--- config.mk ---
export PLATFORM = sky130hd
export DESIGN_NAME = acc_cpu_core
export DESIGN_NICKNAME = d
export VERILOG_FILES = /design/src/rtl/acc_cpu_pkg.sv /design/src/rtl/acc_cpu_mem.sv /design/src/rtl/acc_cpu_alu.sv /design/src/rtl/acc_cpu_ctrl.sv /design/src/rtl/acc_cpu_core.sv
export SDC_FILE = /design/constraint.sdc
export NUM_CORES = 1
export LEC_CHECK = 0
export BUFFER_PORTS_ARGS = -buffer_cell sky130_fd_sc_hd__buf_2
export CORE_MARGIN = 3
export CORE_UTILIZATION = 55
export CTS_CLUSTER_SIZE = 14
export DETAILED_ROUTE_END_ITERATION = 10
export MAX_ROUTING_LAYER = met4
export PLACE_DENSITY = 0.71
export SLEW_MARGIN = 20
export SYNTH_ARGS = -nofsm -noshare
export SYNTH_HDL_FRONTEND = slang
export SYNTH_HIERARCHICAL = 1
export SYNTH_SLANG_ARGS = --single-unit
--- constraint.sdc ---
create_clock -name clk -period 2.55 [get_ports clk]
set_input_delay 0 -clock clk [delete_from_list [all_inputs] [get_ports clk]]
set_output_delay 0 -clock clk [all_outputs]
set_load 0.1 [all_outputs]
--- src/rtl/acc_cpu_pkg.sv ---
package acc_cpu_pkg;

   localparam int OPC_W = 3;

   typedef enum logic [OPC_W-1:0] {
      OP_LOAD  = 3'b000,
      OP_STORE = 3'b001,
      OP_NOP   = 3'b010,
      OP_SUB   = 3'b011,
      OP_IN    = 3'b100,
      OP_JZ    = 3'b101,
      OP_JP    = 3'b110,
      OP_HALT  = 3'b111
   } opcode_e;

   typedef enum logic [1:0] {
      S_FETCH,
      S_DECODE,
      S_EXEC,
      S_HALT
   } cpu_state_e;

endpackage

--- src/rtl/acc_cpu_mem.sv ---
module acc_cpu_mem #(
   parameter int DATA_W = 8,
   parameter int ADDR_W = 5
) (
   input  logic              clk,
   input  logic              we,
   input  logic [ADDR_W-1:0] waddr,
   input  logic [DATA_W-1:0] wdata,
   input  logic [ADDR_W-1:0] raddr_a,
   output logic [DATA_W-1:0] rdata_a,
   input  logic [ADDR_W-1:0] raddr_b,
   output logic [DATA_W-1:0] rdata_b
);
   localparam int DEPTH = 1 << ADDR_W;

   logic [DATA_W-1:0] words [DEPTH];

   always_ff @(posedge clk) begin
      if (we) words[waddr] <= wdata;
   end

   assign rdata_a = words[raddr_a];
   assign rdata_b = words[raddr_b];
endmodule

--- src/rtl/acc_cpu_alu.sv ---
module acc_cpu_alu #(
   parameter int DATA_W = 8
) (
   input  logic [DATA_W-1:0] acc,
   input  logic [DATA_W-1:0] opnd,
   output logic [DATA_W-1:0] diff,
   output logic              is_zero,
   output logic              is_pos
);
   assign diff    = acc - opnd;
   assign is_zero = (acc == '0);
   assign is_pos  = !acc[DATA_W-1] && !is_zero;
endmodule

--- src/rtl/acc_cpu_ctrl.sv ---
module acc_cpu_ctrl
   import acc_cpu_pkg::*;
#(
   parameter int DATA_W = 8,
   parameter int ADDR_W = 5
) (
   input  logic              clk,
   input  logic              rst_n,
   output logic [ADDR_W-1:0] fetch_addr,
   input  logic [DATA_W-1:0] fetch_data,
   output logic [ADDR_W-1:0] oper_addr,
   input  logic [DATA_W-1:0] oper_data,
   output logic              st_we,
   output logic [ADDR_W-1:0] st_addr,
   output logic [DATA_W-1:0] st_data,
   input  logic [DATA_W-1:0] alu_diff,
   input  logic              alu_zero,
   input  logic              alu_pos,
   output logic [DATA_W-1:0] acc,
   output logic [DATA_W-1:0] opnd,
   input  logic              in_valid,
   input  logic [DATA_W-1:0] in_data,
   output logic              in_ready,
   output logic [ADDR_W-1:0] pc,
   output logic              halted
);
   cpu_state_e        state_q;
   logic [ADDR_W-1:0] pc_q;
   logic [DATA_W-1:0] acc_q, ir_q, opnd_q;
   logic              halted_q;
   opcode_e           op;
   logic [ADDR_W-1:0] field;

   assign op    = opcode_e'(ir_q[DATA_W-1 -: OPC_W]);
   assign field = ir_q[ADDR_W-1:0];

   assign fetch_addr = pc_q;
   assign oper_addr  = field;
   assign st_we      = (state_q == S_EXEC) && (op == OP_STORE);
   assign st_addr    = field;
   assign st_data    = acc_q;
   assign in_ready   = (state_q == S_EXEC) && (op == OP_IN) && in_valid;

   always_ff @(posedge clk) begin
      if (!rst_n) begin
         state_q  <= S_FETCH;
         pc_q     <= '0;
         acc_q    <= '0;
         ir_q     <= '0;
         opnd_q   <= '0;
         halted_q <= 1'b0;
      end else begin
         case (state_q)
            S_FETCH: begin
               ir_q    <= fetch_data;
               pc_q    <= pc_q + 1'b1;
               state_q <= S_DECODE;
            end
            S_DECODE: begin
               opnd_q  <= oper_data;
               state_q <= S_EXEC;
            end
            S_EXEC: begin
               state_q <= S_FETCH;
               case (op)
                  OP_LOAD: acc_q <= opnd_q;
                  OP_SUB:  acc_q <= alu_diff;
                  OP_IN: begin
                     if (in_valid) acc_q <= in_data;
                     else          state_q <= S_EXEC;
                  end
                  OP_JZ: if (alu_zero) pc_q <= field;
                  OP_JP: if (alu_pos)  pc_q <= field;
                  OP_HALT: begin
                     halted_q <= 1'b1;
                     state_q  <= S_HALT;
                  end
                  default: ;
               endcase
            end
            default: ;
         endcase
      end
   end

   assign acc    = acc_q;
   assign opnd   = opnd_q;
   assign pc     = pc_q;
   assign halted = halted_q;


   fetch_to_decode_chk: assert property (@(posedge clk) disable iff (!rst_n)
      (state_q == S_FETCH) |=> (state_q == S_DECODE));

   decode_to_exec_chk: assert property (@(posedge clk) disable iff (!rst_n)
      (state_q == S_DECODE) |=> (state_q == S_EXEC));

   in_stall_hold_chk: assert property (@(posedge clk) disable iff (!rst_n)
      (state_q == S_EXEC && op == OP_IN && !in_valid) |=> (state_q == S_EXEC && $stable(acc_q)));

   in_ready_single_chk: assert property (@(posedge clk) disable iff (!rst_n)
      in_ready |=> !in_ready);

   jz_taken_chk: assert property (@(posedge clk) disable iff (!rst_n)
      (state_q == S_EXEC && op == OP_JZ && acc_q == '0) |=> (pc_q == $past(field)));

   halted_sticky_chk: assert property (@(posedge clk) disable iff (!rst_n)
      halted_q |=> (halted_q && $stable(acc_q) && $stable(pc_q) && !in_ready));
endmodule

--- src/rtl/acc_cpu_core.sv ---
module acc_cpu_core
   import acc_cpu_pkg::*;
#(
   parameter int DATA_W = 8,
   parameter int ADDR_W = 5
) (
   input  logic              clk,
   input  logic              rst_n,
   input  logic              pre_we,
   input  logic [ADDR_W-1:0] pre_addr,
   input  logic [DATA_W-1:0] pre_data,
   input  logic              in_valid,
   input  logic [DATA_W-1:0] in_data,
   output logic              in_ready,
   output logic [DATA_W-1:0] acc_out,
   output logic [ADDR_W-1:0] pc_out,
   output logic              halted
);
   generate
      if (DATA_W != OPC_W + ADDR_W) begin : g_bad_width
         $error("instruction width must equal opcode width plus address width");
      end
      if (ADDR_W < 1) begin : g_bad_addr
         $error("address width must be at least one");
      end
   endgenerate

   logic [ADDR_W-1:0] fetch_addr, oper_addr, st_addr, mem_waddr;
   logic [DATA_W-1:0] fetch_data, oper_data, st_data, mem_wdata;
   logic [DATA_W-1:0] acc, opnd, alu_diff;
   logic              st_we, mem_we, alu_zero, alu_pos;

   // preload wins over a store in the same cycle
   assign mem_we    = pre_we | st_we;
   assign mem_waddr = pre_we ? pre_addr : st_addr;
   assign mem_wdata = pre_we ? pre_data : st_data;

   acc_cpu_mem #(.DATA_W(DATA_W), .ADDR_W(ADDR_W)) i_mem (
      .clk(clk), .we(mem_we), .waddr(mem_waddr), .wdata(mem_wdata),
      .raddr_a(fetch_addr), .rdata_a(fetch_data),
      .raddr_b(oper_addr), .rdata_b(oper_data)
   );

   acc_cpu_alu #(.DATA_W(DATA_W)) i_alu (
      .acc(acc), .opnd(opnd), .diff(alu_diff), .is_zero(alu_zero), .is_pos(alu_pos)
   );

   acc_cpu_ctrl #(.DATA_W(DATA_W), .ADDR_W(ADDR_W)) i_ctrl (
      .clk(clk), .rst_n(rst_n),
      .fetch_addr(fetch_addr), .fetch_data(fetch_data),
      .oper_addr(oper_addr), .oper_data(oper_data),
      .st_we(st_we), .st_addr(st_addr), .st_data(st_data),
      .alu_diff(alu_diff), .alu_zero(alu_zero), .alu_pos(alu_pos),
      .acc(acc), .opnd(opnd),
      .in_valid(in_valid), .in_data(in_data), .in_ready(in_ready),
      .pc(pc_out), .halted(halted)
   );

   assign acc_out = acc;
endmodule

==> flow_summary.yaml, run 1 <==
global_route:
  grt_pass1_wl_um: 55000
  grt_max_degree: 67
  grt_overflow: 0
  antenna_found_initial: 1
  track_usage: 0.275
  first_global_vias: 8280
synthesis:
  synth_nets: 810
  synth_top_area_share: 0.539
  synthesis.area_um2: 14300
  yosys_warnings: 6
  ys.flop_type: "edfxtp_1"
  yosys.area.top_type: "edfxtp_1"
  ys_top_cells_by_area: "edfxtp_1 (54%), mux4_2 (25%), dfxtp_1 (4.5%)"
  yosysSeqAreaShare: 0.584
  synth-seq-cells: 288
  async_flop_share: 0
  synth.distinct_cells: 62
  syn_avg_cell_area_um2: 18.5
  synth_edf_count: 256
  syn_inst: 772
clock_tree:
  cts_sinks: 288
  numCtsBuffers: 29
  clk_latency_ns: 0.55
  clock_path_buffers: 3
  path_clk_slew_ns: 0.06
  cts_tree: "done"
  cts-root-buf: "clkbuf_16"
  cts_max_level: 1
layout:
  syn_to_final_growth_pct: 13.2
  antenna_cells: 0
  final_layout_size_suffix_gt1_frac: 0.444
  final_cells: 1189
  nets: 874
  fillers: 1687
critical_path:
  worst-r2r-setup-slack_ns: 0.07
  arrival_ns: 2.89
  crit_path_end_kind: "flip-flop"
  start_kind: "flip-flop"
  crit_fanout: 18
  critPathRequiredTime_ns: 2.96
  r2r_end: "i_ctrl/opnd[0]"
  worst_r2r_startpoint: "i_ctrl/ir_q[0]"
  critPathKind: "reg -> reg"
  rr_worst_depth: 6
place:
  dp.cells: 1119
  preCtsSetupSlack_ns: 0.0128
  io_buffers: 39
  hpwl_um: 24300
  place.gp.congestion: 0.940
sta:
  max_slew.worst_pin.slew_ns: 1.18
  post-route-period-util: 0.973
  slew_headroom: 0.208
  drv_slew: 0
  timing.fmax_mhz: 403
  timing.final.setup_violations: 0
  setup_tns_ns: 0
  grt_setup_unrepaired: "no"
  layout_setup_ws_ns: 0.0689
  finalHoldViolCount: 0
  finClkSkew_ns: 0.00919
  post-route-min-period_ns: 2.48
floorplan:
  pin_count: 40
  die_area_um2: 27900
  floorplan.initialDensity: 0.564
  die_h_um: 167
  die_x_um: 167
  core_um2: 25300
  rows: 58
detailed_routing:
  wl_met1_um: 14600
  routed_wl_um: 37200
  dr_wl_met2_um: 17700
  drc: 0
  drt_iter0_drc: 1111
  highest_layer: "met4"
  dr.pass1.iters: 5
  viasPerCell: 6.88
  num_vias: 8177
  wl_per_cell_um: 31.3
  wl_met3_um: 3720
  ant_nets: 0
pwr:
  power_frac_seq: 0.423
  powerDensity_nw_per_um2: 794
  power_frac_comb: 0.246
  power_mw: 12.8
  p_clk_frac: 0.331
  power.leakage_nw: 5.17
  switching_share: 0.272
  vdd_ir_drop_max_v: 0.000495
  p_int_mw: 9.34
  power.switching_mw: 3.48
outcome:
  status: "finished, final reports clean"
min_path:
  holdPathStages: 4
  min_to: "i_mem/words[16][5]"
  hold_path_class: "in -> reg"
  min_from: "pre_addr[2]"
flow_run:
  drv_cap: 0
critical path, cell delays in order (launching register included):
cell and delay, ns:
dfxtp_4 0.47, buf_12 0.22, mux4_2 0.55, mux4_2 0.54
mux2_2 0.35, mux2i_1 0.15, nor2_1 0.06
final cells by class:
cell class                 count  area, um2  area share
sequential                   288       8340       0.516
multi-input combinational    397       5510       0.341
timing repair buffer         107        881      0.0545
clock buffer                  40        797      0.0493
tap                          330        413      0.0256
clock inverter                14        158     0.00976
inverter                      13       48.8     0.00302
synthesized netlist by cell type (6+ instances only):
| cell | n |
|---|---|
| mux2i_1 | 25 |
| dfxtp_1 | 32 |
| xnor2_1 | 6 |
| a21oi_1 | 13 |
| nor2_1 | 58 |
| nand3b_1 | 9 |
| mux4_2 | 160 |
| buf_4 | 37 |
| edfxtp_1 | 256 |
| inv_1 | 12 |
| nand3_1 | 7 |
| clkbuf_1 | 11 |
| mux2_2 | 30 |
| buf_1 | 17 |
| a2bb2oi_1 | 8 |
| a211oi_2 | 7 |
| ha_1 | 12 |
through the flow:
stage	instance area, um2	hold WS (ns)	util
after global placement	15000	0.321	0.593
after CTS	16100	0.258	0.634
after global routing	16200	0.309	0.638
after floorplan	14300	0.321	-
after detailed placement	15000	0.332	0.593
final	16200	0.301	0.638
worst max path at each step:
stage / from / slack, ns / cells past startpoint / endpoint
final: i_ctrl/ir_q[0] / 0.07 / 6 / i_ctrl/opnd[0]
after global routing: i_ctrl/ir_q[0] / 0.003 / 6 / i_ctrl/opnd[0]
after CTS: i_ctrl/ir_q[0] / 0.01 / 6 / i_ctrl/opnd[3]
after detailed placement: i_ctrl/ir_q[0] / 0.01 / 6 / i_ctrl/opnd[3]
after global placement: i_ctrl/ir_q[0] / 0.05 / 6 / i_ctrl/opnd[3]
after floorplan: i_ctrl/acc[3] / 0.04 / 9 / i_ctrl/acc[7]
power by group through the flow:
stage          logic [mW]  clock network, mW  registers [mW]
3_3_place_gp         3.00                  0            5.52
6_report             3.15               4.24            5.43
5_1_grt              3.32               4.51            5.44
2_1_floorplan        2.24                  0            5.51
3_5_place_dp         3.06                  0            5.52
4_1_cts              3.09               4.30            5.43
layout by cell type (no fill, tap or decap), types with 4 or more instances in the layout:
| master | netlist | routed |
|---|---|---|
| nor2_1 | 58 | 43 |
| inv_1 | 12 | 12 |
| xnor2_1 | 6 | 6 |
| ha_1 | 12 | 12 |
| buf_2 | 4 | 39 |
| buf_4 | 37 | 47 |
| nor2_2 | 1 | 8 |
| nand3_1 | 7 | 7 |
| dlygate4sd3_1 | 0 | 10 |
| nand2_1 | 5 | 5 |
| a2bb2oi_1 | 8 | 8 |
| nor2_4 | 0 | 8 |
| mux2_2 | 30 | 30 |
| clkbuf_16 | 0 | 30 |
| clkinv_2 | 0 | 5 |
| a21oi_1 | 13 | 13 |
| dfxtp_1 | 32 | 24 |
| mux4_2 | 160 | 160 |
| a211oi_2 | 7 | 7 |
| nand3b_1 | 9 | 9 |
| edfxtp_1 | 256 | 256 |
| clkbuf_1 | 11 | 8 |
| dfxtp_2 | 0 | 6 |
| clkinvlp_4 | 0 | 4 |
| mux2i_1 | 25 | 25 |
| buf_12 | 0 | 9 |
metal layers:
layer  vias to the layer above  track usage
met5                         -            -
met4                         0       0.0829
met3                        77       0.0701
met2                       481        0.415
met1                      4286        0.378
li1                       3333            -
sequential cells by signal, summed over array words and instances (netlist names):
register,count
i_ctrl/opnd,8
i_ctrl/ir_q,8
i_ctrl/halted,1
i_ctrl/state_q,2
i_ctrl/acc,8
i_ctrl/fetch_addr,5
i_mem/words,256
repair_timing:
action	CTS	global route
endpoints found under the setup margin	0	5
hold buffers	10	0
hold endpoints to repair	12	0
gates resized for setup	0	1
setup buffers	0	5
kinds of logic after synthesis:
kind of cell	count (synthesis)	synth area share
xor gates and xnor gates	7	0.00430
adders and majority gates	13	0.0119
AOI/OAI and AO/OA	56	0.0329
muxes	215	0.294
buffers and inverters	87	0.0356
DFF	288	0.584
and+or+nand+nor	106	0.0381
Power figures use the tool's default switching activity.
==> inputs of run 2 (changes only) <==
==> constraint.sdc (replaced) <==
create_clock -name clk -period 2.2 [get_ports clk]
set_input_delay 0 -clock clk [delete_from_list [all_inputs] [get_ports clk]]
set_output_delay 0 -clock clk [all_outputs]
set_load 0.1 [all_outputs]
==> run 2 against run 1 <==
Net effect: the flow now finishes with violations (negative setup slack); die area is the same; global-route usage is 1.0 points higher; critical path depth rose by 1; largest power group unchanged; design area is 4.9% higher; largest cell class unchanged.
==> flow_summary.yaml, run 2 (synthesized netlist as in run 1, its figures left out) <==
global_route:
  grt_max_degree: 33
  first_global_vias: 8635
  grt_pass1_wl_um: 57400
  grt_overflow: 0
  antenna_found_initial: 1
  track_usage: 0.285
layout:
  antenna_cells: 0
  regMostFlops: "i_mem/words"
  largest_reg_flops: 256
  nets: 906
  layout_commonest_cell: "edfxtp_1"
  stdcell_area_um2: 16900
  syn_to_final_growth_pct: 18.8
  mostFrequentLayoutCells: "edfxtp_1 (256), mux4_2 (160), buf_4 (55)"
  final_layout_size_suffix_gt1_frac: 0.488
detailed_routing:
  dr_wl_met2_um: 18700
  routed_wl_um: 38600
  highest_layer: "met4"
  wl_met3_um: 3830
  dr.pass1.iters: 6
  drc: 0
  wl_met1_um: 14800
  drt_iter0_drc: 1321
  num_vias: 8482
  viasPerCell: 6.95
  wl_per_cell_um: 31.7
  ant_nets: 0
sta:
  max_slew.worst_pin.slew_ns: 0.722
  layout_setup_ws_ns: -0.238
  grt_setup_unrepaired: "yes"
  slew_headroom: 0.519
  timing.final.setup_violations: 16
  finClkSkew_ns: 0.0116
  finalHoldViolCount: 0
  drv_slew: 0
  post-route-min-period_ns: 2.44
  post-route-period-util: 1.11
  setup_tns_ns: -2.80
  timing.fmax_mhz: 410
place:
  dpl_cell_area_um2: 15300
  io_buffers: 39
  hpwl_um: 24200
  place.gp.congestion: 0.867
floorplan:
  die_area_um2: 27900
  die_x_um: 167
  die_h_um: 167
  pin_count: 40
  floorplan.initialDensity: 0.564
  rows: 58
  core_um2: 25300
clock_tree:
  clock_path_buffers: 3
  cts-root-buf: "clkbuf_16"
  cts_sinks: 288
  cts_tree: "done"
  path_clk_slew_ns: 0.06
  clk_latency_ns: 0.55
  numCtsBuffers: 28
  cts_max_level: 1
pwr:
  vdd_ir_drop_max_v: 0.000733
  power.leakage_nw: 5.51
  powerDensity_nw_per_um2: 919
critical_path:
  crit_fanout: 7
  crit_path_end_kind: "flip-flop"
  arrival_ns: 2.84
  critPathKind: "reg -> reg"
  start_kind: "flip-flop"
  critPathRequiredTime_ns: 2.60
flow_run:
  drv_cap: 0
outcome:
  status: "finished with violations"
  violations: "negative setup slack"
min_path:
  hold_path_class: "in -> reg"
==> run 2: critical path, cell delays in order (launching register included) <==
cell and delay, ns:
dfxtp_4 0.40, buf_12 0.14, buf_12 0.14, mux4_2 0.50
mux4_2 0.53, mux2_4 0.34, mux2i_1 0.17, nor2_1 0.07
==> run 2: per-stage QoR <==
stage                     hold WS [ns]  worst slack (ns)  power (mW)  std cells   util
after floorplan                  0.321           -0.0308        9.13        772      -
after global placement           0.324            -0.194        9.92       1143  0.606
after detailed placement         0.336            -0.244        10.0       1143  0.606
after CTS                      0.00115            -0.209        15.6       1219  0.667
after global routing            0.0493            -0.269        16.1       1220  0.669
final                           0.0183            -0.238        15.6       1220  0.669
==> run 2: repair_timing <==
item	in CTS	in global routing
pin swaps	0	5
endpoints found under the setup margin	144	91
gates resized for setup	51	18
setup buffers	8	3
hold buffers	9	0
endpoints found under the hold margin	11	0
gates cloned	7	2
==> run 2: power breakdown <==
group          leakage, nW  internal (mW)  switching (mW)
Combinational         2.42           2.14            1.99
Clock                0.483           3.14            2.04
Sequential            2.61           6.15           0.115
==> run 2: per-layer routing <==
metal / vias to the layer above / GRT usage
li1: 3399 / -
met1: 4380 / 0.399
met2: 597 / 0.440
met3: 106 / 0.0463
met4: 0 / 0.0933
met5: - / -
==> run 2: layout make-up <==
| class | instances | area, um2 |
|---|---|---|
| well taps | 330 | 413 |
| multi-input cells | 397 | 5660 |
| repair buffers | 140 | 1470 |
| fillers | 1601 | 8380 |
| clock buffers | 36 | 762 |
| flip-flops and latches | 288 | 8360 |
| inverters | 13 | 48.8 |
| clock inverters | 16 | 233 |
==> run 2: worst paths after layout <==
path | startpoint | to | slack [ns] | cells after the start
worst min-delay path | in_data[1] | i_ctrl/acc[1] | 0.02 | 4
worst min register to register | i_ctrl/halted | i_ctrl/halted | 0.46 | 1
worst max register to register | i_ctrl/ir_q[0] | i_ctrl/opnd[1] | -0.24 | 7
worst max-delay path | i_ctrl/ir_q[0] | i_ctrl/opnd[1] | -0.24 | 7
==> inputs of run 3 (changes only) <==
--- a/config.mk
+++ b/config.mk
@@ -7,11 +7,11 @@
 export LEC_CHECK = 0
 export BUFFER_PORTS_ARGS = -buffer_cell sky130_fd_sc_hd__buf_2
 export CORE_MARGIN = 3
-export CORE_UTILIZATION = 55
+export CORE_UTILIZATION = 25
 export CTS_CLUSTER_SIZE = 14
 export DETAILED_ROUTE_END_ITERATION = 10
 export MAX_ROUTING_LAYER = met4
-export PLACE_DENSITY = 0.71
+export PLACE_DENSITY = 0.37
 export SLEW_MARGIN = 20
 export SYNTH_ARGS = -nofsm -noshare
 export SYNTH_HDL_FRONTEND = slang
==> constraint.sdc (replaced) <==
create_clock -name clk -period 2.2 [get_ports clk]
set_input_delay 0.44 -clock clk [delete_from_list [all_inputs] [get_ports clk]]
set_output_delay 0.44 -clock clk [all_outputs]
set_load 0.1 [all_outputs]
==> run 3 against run 2 <==
Net effect: the run still ends with negative setup slack left; hold slack gained 0.20 ns; utilization shrank 34 points; clock skew grew 0.0084 ns; flip-flop and latch count is the same; global-route usage shrank 13 points; clock power grew 24%; non-clock buffer count grew 19; register-to-register slack gained 0.05 ns; combinational power grew 2%; die area grew 110%; fmax grew 1.9%.
==> flow_summary.yaml, run 3 (synthesized netlist as in run 1, its figures left out) <==
sta:
  layout_setup_ws_ns: -0.193
  timing.fmax_mhz: 418
  post-route-period-util: 1.09
  finClkSkew_ns: 0.0201
  post-route-min-period_ns: 2.39
  max_slew.worst_pin.slew_ns: 0.709
  drv_slew: 0
  finalHoldViolCount: 0
  grt_setup_unrepaired: "yes"
  hold_ws_ns: 0.215
  slew_headroom: 0.527
  timing.final.setup_violations: 144
global_route:
  antenna_found_initial: 0
  grt_max_degree: 33
  first_global_vias: 8806
  grt_pass1_wl_um: 64800
  track_usage: 0.157
  grt_overflow: 0
clock_tree:
  clock_path_buffers: 3
  cts-root-buf: "clkbuf_16"
  numCtsBuffers: 37
  cts_max_level: 2
  cts_sinks: 288
  cts_tree: "done"
  clk_latency_ns: 0.55
  path_clk_slew_ns: 0.06
critical_path:
  critPathRequiredTime_ns: 2.64
  worst-r2r-setup-slack_ns: -0.19
  crit_fanout: 8
  arrival_ns: 2.84
  crit_path_end_kind: "flip-flop"
  critPathKind: "reg -> reg"
  start_kind: "flip-flop"
detailed_routing:
  routed_wl_um: 45200
  viasPerCell: 4.88
  ant_nets: 0
  drt_iter0_drc: 615
  drc: 0
  num_vias: 8164
  wl_per_cell_um: 27.0
  dr.pass1.iters: 5
place:
  hpwl_um: 30300
  dp.cells: 1587
  place.gp.congestion: 0.802
  io_buffers: 39
floorplan:
  pin_count: 40
  die_x_um: 245
  core_um2: 55700
  rows: 86
  die_area_um2: 60000
  die_h_um: 245
  floorplan.initialDensity: 0.256
layout:
  largest_reg_flops: 256
  layout_commonest_cell: "edfxtp_1"
  regMostFlops: "i_mem/words"
  antenna_cells: 0
  nets: 934
  fillers: 5361
  syn_to_final_growth_pct: 28.1
  mostFrequentLayoutCells: "edfxtp_1 (256), mux4_2 (160), buf_12 (53)"
  final_layout_size_suffix_gt1_frac: 0.517
  final_cells: 1672
outcome:
  status: "finished with violations"
  violations: "negative setup slack"
pwr:
  powerDensity_nw_per_um2: 926
  vdd_ir_drop_max_v: 0.000502
  power.leakage_nw: 5.87
min_path:
  hold_path_class: "in -> reg"
flow_run:
  drv_cap: 0
-- run 3: changes by cell type in the layout (fill, tap and decap cells not counted), sizes merged --
cell         before  now
clkinv            8   11
bufbuf            0    1
inv              13   15
clkbuf           38   47
buf             129  157
dlygate4sd3       9    0
-- run 3: what timing repair did --
item                       in CTS  in global routing
pin swaps                       4                 11
setup endpoints to repair     145                267
hold buffers                    0                  0
cloned                          5                  1
setup buffers                  11                  3
gates resized for setup        41                 42
-- run 3: routing by layer --
layer  part of all wire  vias to the layer above  track usage
met1               0.44                     4426        0.200
met5                  0                        -            -
met2               0.50                      216        0.258
met3              0.039                       58       0.0272
li1                   -                     3464            -
met4              0.026                        0       0.0469
-- run 3: through the flow --
stage | setup slack (ns) | utilization | total power, mW | TNS, ns | area [um2]
2_1_floorplan | -0.0497 | - | 9.13 | -1.71 | 14600
3_3_place_gp | -0.320 | 0.294 | 10.3 | -12.60 | 16400
3_5_place_dp | -0.277 | 0.294 | 10.3 | -14.98 | 16400
4_1_cts | -0.189 | 0.325 | 17.1 | -13.63 | 18100
5_1_grt | -0.250 | 0.328 | 17.6 | -17.58 | 18300
6_report | -0.193 | 0.328 | 16.9 | -10.30 | 18300
-- run 3: worst max-delay path: stages (launching register included) --
cell	delay, ns
dfxtp_4	0.50
buf_6	0.18
clkbuf_16	0.17
mux4_2	0.50
mux4_2	0.50
mux2_4	0.28
mux2i_1	0.13
nor2_1	0.05
-- run 3: worst paths after layout --
check / from / endpoint / depth (start not counted)
worst max-delay path: i_ctrl/ir_q[0] / i_ctrl/opnd[7] / 7
worst min register to register: i_ctrl/halted / i_ctrl/halted / 1
worst min-delay path: rst_n / i_ctrl/halted / 2
worst max register to register: i_ctrl/ir_q[0] / i_ctrl/opnd[7] / 7
-- run 3: power breakdown --
group	switching (mW)	total [mW]	leakage [nW]	internal, mW
clock network	2.37	6.41	0.634	4.04
registers	0.148	6.30	2.61	6.15
logic	2.02	4.21	2.62	2.19
-- run 3: area by class of cell --
cell class,instances,area [um2],area share
Clock inverter,21,272,0.0149
Timing Repair Buffer,159,1950,0.107
Tap cell,748,936,0.0512
Inverter,13,48.8,0.00267
Sequential cell,288,8360,0.458
Clock buffer,46,1030,0.0565
Multi-Input combinational cell,397,5680,0.311
